`src/rtl/sm4ks_pkg.sv`:
```
package sm4ks_pkg;

    localparam int RK_COUNT = 32;
    localparam int WORD_W   = 32;
    localparam int KEY_W    = 4 * WORD_W;
    localparam int IDX_W    = $clog2(RK_COUNT);
    localparam logic [7:0] FIELD_LOW = 8'hF5;  // x^8 reduction term
    localparam logic [7:0] AFF_ROW   = 8'hA7;
    localparam logic [7:0] AFF_CONST = 8'hD3;

    typedef logic [WORD_W-1:0] word_t;

    typedef struct packed {
        logic             busy;
        logic             done;
        logic [IDX_W-1:0] idx;
        word_t [3:0]      win;   // win[0] is the oldest word K[i]
    } ks_state_t;

    function automatic logic [7:0] rotl8(logic [7:0] v, int n);
        logic [15:0] t;
        t = {v, v} << n;
        return t[15:8];
    endfunction

    function automatic logic [7:0] gf_mul(logic [7:0] a, logic [7:0] b);
        logic [7:0] acc;
        logic [7:0] aa;
        acc = '0;
        aa  = a;
        for (int i = 0; i < 8; i++) begin
            if (b[i]) acc = acc ^ aa;
            aa = aa[7] ? ({aa[6:0], 1'b0} ^ FIELD_LOW) : {aa[6:0], 1'b0};
        end
        return acc;
    endfunction

    function automatic logic [7:0] gf_inv(logic [7:0] a);
        logic [7:0] r;
        logic [7:0] p;
        logic [7:0] e;
        r = 8'h01;
        p = a;
        e = 8'hFE;               // a^254
        for (int i = 0; i < 8; i++) begin
            if (e[i]) r = gf_mul(r, p);
            p = gf_mul(p, p);
        end
        return r;
    endfunction

    function automatic logic [7:0] affine(logic [7:0] v);
        logic [7:0] y;
        for (int i = 0; i < 8; i++) y[i] = ^(rotl8(AFF_ROW, i) & v);
        return y;
    endfunction

    function automatic logic [7:0] sbox_calc(logic [7:0] x);
        return affine(gf_inv(affine(x) ^ AFF_CONST)) ^ AFF_CONST;
    endfunction

    function automatic word_t ck_word(int i);
        word_t w;
        for (int j = 0; j < 4; j++) w[31-8*j -: 8] = 8'((4 * i + j) * 7);
        return w;
    endfunction

    function automatic word_t fk_word(int j);
        case (j)
            0:       return 32'ha3b1bac6;
            1:       return 32'h56aa3350;
            2:       return 32'h677d9197;
            default: return 32'hb27022dc;
        endcase
    endfunction

endpackage

```
`src/rtl/sm4ks_sbox.sv`:
```
module sm4ks_sbox
    import sm4ks_pkg::*;
(
    input  logic [7:0] a_i,
    output logic [7:0] y_o
);
    localparam int ENTRIES = 256;

    logic [7:0] rom [ENTRIES];

    for (genvar g = 0; g < ENTRIES; g++) begin : g_rom
        localparam logic [7:0] VAL = sbox_calc(8'(g));
        assign rom[g] = VAL;
    end

    assign y_o = rom[a_i];
endmodule

```
`src/rtl/sm4ks_tkey.sv`:
```
module sm4ks_tkey
    import sm4ks_pkg::*;
(
    input  word_t x_i,
    output word_t y_o
);
    localparam int LANES = WORD_W / 8;

    word_t sub;

    for (genvar b = 0; b < LANES; b++) begin : g_lane
        sm4ks_sbox u_sbox (
            .a_i(x_i[8*b +: 8]),
            .y_o(sub[8*b +: 8])
        );
    end

    assign y_o = sub ^ {sub[18:0], sub[31:19]} ^ {sub[8:0], sub[31:9]};
endmodule

```
`src/rtl/sm4ks_store.sv`:
```
module sm4ks_store #(
    parameter int DEPTH = 32,
    parameter int W     = 32,
    localparam int AW   = $clog2(DEPTH)
) (
    input  logic          clk,
    input  logic          we_i,
    input  logic [AW-1:0] waddr_i,
    input  logic [W-1:0]  wdata_i,
    input  logic [AW-1:0] raddr_i,
    output logic [W-1:0]  rdata_o
);
    logic [W-1:0] mem_q [DEPTH];

    always_ff @(posedge clk) begin
        if (we_i) mem_q[waddr_i] <= wdata_i;
    end

    assign rdata_o = mem_q[raddr_i];
endmodule

```
`src/rtl/sm4_key_expander.sv`:
```
module sm4_key_expander
    import sm4ks_pkg::*;
(
    input  logic             clk,
    input  logic             rst_n,
    input  logic             start_i,
    input  logic [KEY_W-1:0] key_i,
    input  logic [IDX_W-1:0] rd_idx_i,
    output logic             done_o,
    output logic [WORD_W-1:0] rd_key_o
);
    localparam logic [IDX_W-1:0] LAST_IDX = IDX_W'(RK_COUNT - 1);

    ks_state_t st_d, st_q;
    word_t     mix_w;
    word_t     tk_w;
    word_t     next_w;

    assign mix_w  = st_q.win[1] ^ st_q.win[2] ^ st_q.win[3] ^ ck_word(int'(st_q.idx));
    assign next_w = st_q.win[0] ^ tk_w;

    sm4ks_tkey u_tkey (
        .x_i(mix_w),
        .y_o(tk_w)
    );

    always_comb begin
        st_d = st_q;
        if (start_i) begin
            for (int j = 0; j < 4; j++) begin
                st_d.win[j] = key_i[KEY_W-1-WORD_W*j -: WORD_W] ^ fk_word(j);
            end
            st_d.idx  = '0;
            st_d.busy = 1'b1;
            st_d.done = 1'b0;
        end else if (st_q.busy) begin
            st_d.win[0] = st_q.win[1];
            st_d.win[1] = st_q.win[2];
            st_d.win[2] = st_q.win[3];
            st_d.win[3] = next_w;
            st_d.idx    = st_q.idx + 1'b1;
            if (st_q.idx == LAST_IDX) begin
                st_d.busy = 1'b0;
                st_d.done = 1'b1;
            end
        end
    end

    always_ff @(posedge clk or negedge rst_n) begin
        if (!rst_n) st_q <= '0;
        else        st_q <= st_d;
    end

    sm4ks_store #(
        .DEPTH(RK_COUNT),
        .W    (WORD_W)
    ) u_store (
        .clk    (clk),
        .we_i   (st_q.busy),
        .waddr_i(st_q.idx),
        .wdata_i(next_w),
        .raddr_i(rd_idx_i),
        .rdata_o(rd_key_o)
    );

    assign done_o = st_q.done;
endmodule

```
`config.mk`:
```
export PLATFORM = sky130hd
export DESIGN_NAME = sm4_key_expander
export DESIGN_NICKNAME = d
export VERILOG_FILES = /design/src/rtl/sm4ks_pkg.sv /design/src/rtl/sm4ks_sbox.sv /design/src/rtl/sm4ks_tkey.sv /design/src/rtl/sm4ks_store.sv /design/src/rtl/sm4_key_expander.sv
export SDC_FILE = /design/constraint.sdc
export NUM_CORES = 2
export LEC_CHECK = 0
export BUFFER_PORTS_ARGS = -buffer_cell sky130_fd_sc_hd__buf_2
export CORE_MARGIN = 2
export CORE_UTILIZATION = 37
export DETAILED_ROUTE_END_ITERATION = 10
export PLACE_DENSITY = 0.51
export SYNTH_ARGS = -nofsm -noshare
export SYNTH_HDL_FRONTEND = slang
export SYNTH_SLANG_ARGS = --single-unit
```
`constraint.sdc`:
```
create_clock -name clk -period 12.2 [get_ports clk]
set_input_delay 0.61 -clock clk [delete_from_list [all_inputs] [get_ports clk]]
set_output_delay 0.61 -clock clk [all_outputs]
set_load 0.005 [all_outputs]
```
==> flow_metrics.env <==
export IMPL_status="finished clean"
export IMPL_overflow=0
export IMPL_hold_viol_final=0
export IMPL_yosysUniqueCellTypes=97
export IMPL_tritoncts="done"
export IMPL_worstPathArrival_ps=7720
export IMPL_final_setup_worst_slack_ps=4910
export IMPL_finalSetupViolCount=0
export IMPL_cp_data_required_time_ps=12620
export IMPL_hp_class="input pin to flip-flop"
export IMPL_antenna_left=0
export IMPL_clock_fmax_mhz=137
export IMPL_rr_endpoint="u_store.mem_q[24][0]"
export IMPL_coreArea_um2=162000
export IMPL_fin_setup_tns_ps=0
export IMPL_layout_nets=4770
export IMPL_max_slew_margin_pct=12.6
export IMPL_synth_warnings=0
export IMPL_cts_resized=0
export IMPL_hpwl_um=130000
export IMPL_firstDrtPassIters=7
export IMPL_clock_latency_ps=760
export IMPL_io_buffers=168
export IMPL_cts_sinks=1159
export IMPL_slew_violations=0
export IMPL_die_y_um=407
export IMPL_cap_violations=0
export IMPL_area_growth_pct=13.3
export IMPL_antenna_found_initial=8
export IMPL_r2r_cells=13
export IMPL_numCtsBuffers=120
export IMPL_htree_levels=3
export IMPL_ys_flop_type="edfxtp_1"
export IMPL_grt_pass1_wl_um=318000
export IMPL_rsz0062_at_grt="false"
export IMPL_synth_edf_count=1024
export IMPL_syn_area_um2=60200
export IMPL_initial_utilization_pct=37.1
export IMPL_drive_gt1_share_pct=20.7
export IMPL_finalClockSkew_ps=86.4
export IMPL_drt_wl_total_um=223000
export IMPL_postSynthAreaPerCell_um2=13.4
export IMPL_ios=169
export IMPL_syn_num_nets=4690
export IMPL_endpoint_kind="flip-flop"
export IMPL_gr_usage_all_layers_pct=26.1
export IMPL_r2r_start="st_q[128]"
export IMPL_place_gp_congestion=0.994
export IMPL_period_share_pct=59.8
export IMPL_rows=148
export IMPL_dp_slack_ps=5090
export IMPL_via_count=44000
export IMPL_grt_max_degree=124
export IMPL_startpoint="st_q[128]"
export IMPL_clock_path_buffers=3
export IMPL_setup_worst_path_end="u_store.mem_q[24][0]"
export IMPL_synthesis_instances=4499
export IMPL_wl_per_cell_um=32.5
export IMPL_worstMarginPinSlew_ps=1310
export IMPL_routed_via_density=6.41
export IMPL_drc=0
export IMPL_async_flop_share_pct=11.6
export IMPL_path_clk_slew_ps=60
export IMPL_fin_crit_ps=7290
export IMPL_path_class="flip-flop to flip-flop"
export IMPL_root_buffer="clkbuf_16"
export IMPL_ys_seq_area_share_pct=56.7
export IMPL_drt_initial_drc_count=6001
export IMPL_synth_seq_cells=1159
export IMPL_first_global_vias=42600
export IMPL_dieArea_um2=166000
export IMPL_rrSetupSlack_ps=4910
export IMPL_die_w_um=407
export IMPL_crit_path_start_kind="flip-flop"
export IMPL_crit_path_max_fanout=52
==> state kept, by name (all words and copies together) (netlist names) <==
name,count
done_o,1
st_q,134
u_store.mem_q,1024
==> stage by stage <==
stage	util, %	cell area (um^2)	hold WS (ps)	cells
finish	42.0	68200	54.7	6858
detailed placement	39.5	64100	486	6610
CTS	42.0	68200	0.148	6855
global placement	39.5	64100	482	6610
global route	42.0	68200	21.8	6855
floorplan	-	60200	314	4499
==> synth_stat cells, drive strengths merged, types with 14 or more instances <==
cell | number | area, um^2
nor3 | 84 | 420
and3 | 20 | 125
nand4 | 28 | 175
mux2 | 35 | 394
a21o | 25 | 188
mux2i | 76 | 761
clkbuf | 222 | 833
edfxtp | 1024 | 30700
a211oi | 101 | 773
nand3 | 104 | 521
o21ai | 275 | 1380
buf | 173 | 885
dfrtp | 135 | 3380
a221o | 20 | 200
a2111oi | 28 | 245
nor2 | 261 | 982
o22ai | 39 | 250
a31oi | 61 | 382
or3 | 14 | 92.6
nor4 | 28 | 181
a221oi | 32 | 293
xnor2 | 121 | 1100
xor2 | 60 | 541
xnor3 | 21 | 474
nand2 | 324 | 1220
o2111ai | 34 | 298
o31ai | 24 | 180
ha | 50 | 626
o211ai | 56 | 425
nor2b | 53 | 332
o221ai | 39 | 342
inv | 35 | 131
mux4 | 321 | 7230
o21a | 14 | 105
a311oi | 28 | 245
o311ai | 34 | 305
a21oi | 306 | 1530
==> worst min-delay path by stage <==
stage               startpoint  endpoint  slack (ps)  depth (start not counted)
floorplan                rst_n    done_o         310                          0
global placement        done_o    done_o         480                          2
detailed placement      done_o    done_o         490                          2
CTS                 key_i[111]  st_q[15]         0.1                          2
global route        key_i[112]  st_q[16]          20                          2
finish              key_i[111]  st_q[15]          50                          2
==> cells in the final DEF (no fill, tap or decap), types with 30 or more instances in the layout <==
cell type / instances
nand2_1: 323
a21oi_1: 306
xor2_1: 45
xnor2_1: 84
edfxtp_1: 1024
mux4_2: 321
a31oi_1: 61
a211oi_1: 98
o211ai_1: 55
o22ai_1: 38
xnor2_2: 31
clkbuf_16: 121
dfrtp_1: 134
nor3_1: 84
a221oi_1: 30
buf_2: 162
nand3_1: 104
inv_1: 31
buf_4: 161
o221ai_1: 39
mux2_2: 35
o21ai_0: 270
o2111ai_1: 34
nor2_4: 32
nor2_1: 227
ha_1: 50
nor2b_1: 53
clkinv_1: 37
mux2i_1: 76
==> layout make-up <==
class | count | area, um^2
fillers | 15100 | 94000
flip-flops and latches | 1159 | 34100
diodes | 3 | 7.51
inverters | 38 | 143
multi-input cells | 2907 | 24900
well taps | 2175 | 2720
clock buffers | 150 | 3180
clock inverters | 73 | 692
repair buffers | 353 | 2360
==> kinds of logic after synthesis <==
kind of cell | synth area share, %
AO/OA/AOI/OAI | 13.9
XOR/XNOR | 3.91
adder cells (fa/ha/maj) | 1.21
buffers and inverters | 3.09
flip-flops | 56.7
multiplexers | 13.9
AND/OR/NAND/NOR | 7.22
==> metal layers <==
layer | track usage [%] | wire length, um | part of all wire (%) | vias to the layer above
met5 | 0 | 30 | 0.013 | -
met2 | 40.5 | 102000 | 46 | 2579
li1 | - | - | - | 18200
met4 | 9.87 | 9720 | 4.4 | 4
met1 | 36.9 | 93600 | 42 | 22600
met3 | 4.20 | 17800 | 8.0 | 584
==> timing repair <==
item,in CTS,in global routing
hold buffers,22,0
setup endpoints to repair,0,0
endpoints found under the hold margin,97,0
setup buffers,0,0
==> critical path: stages, from the launching register on <==
cell and delay, ps:
dfrtp_1 960, inv_1 300, ha_1 550, xnor2_4 470
xor3_2 720, buf_4 580, nand2_1 420, a221o_1 430
o311ai_1 110, o2111ai_1 190, a211oi_2 750, xor2_1 230
xnor3_1 450, inv_1 730
Power is not shown: default switching activity piles up to over one toggle a cycle in this logic, so the estimate is an artifact.
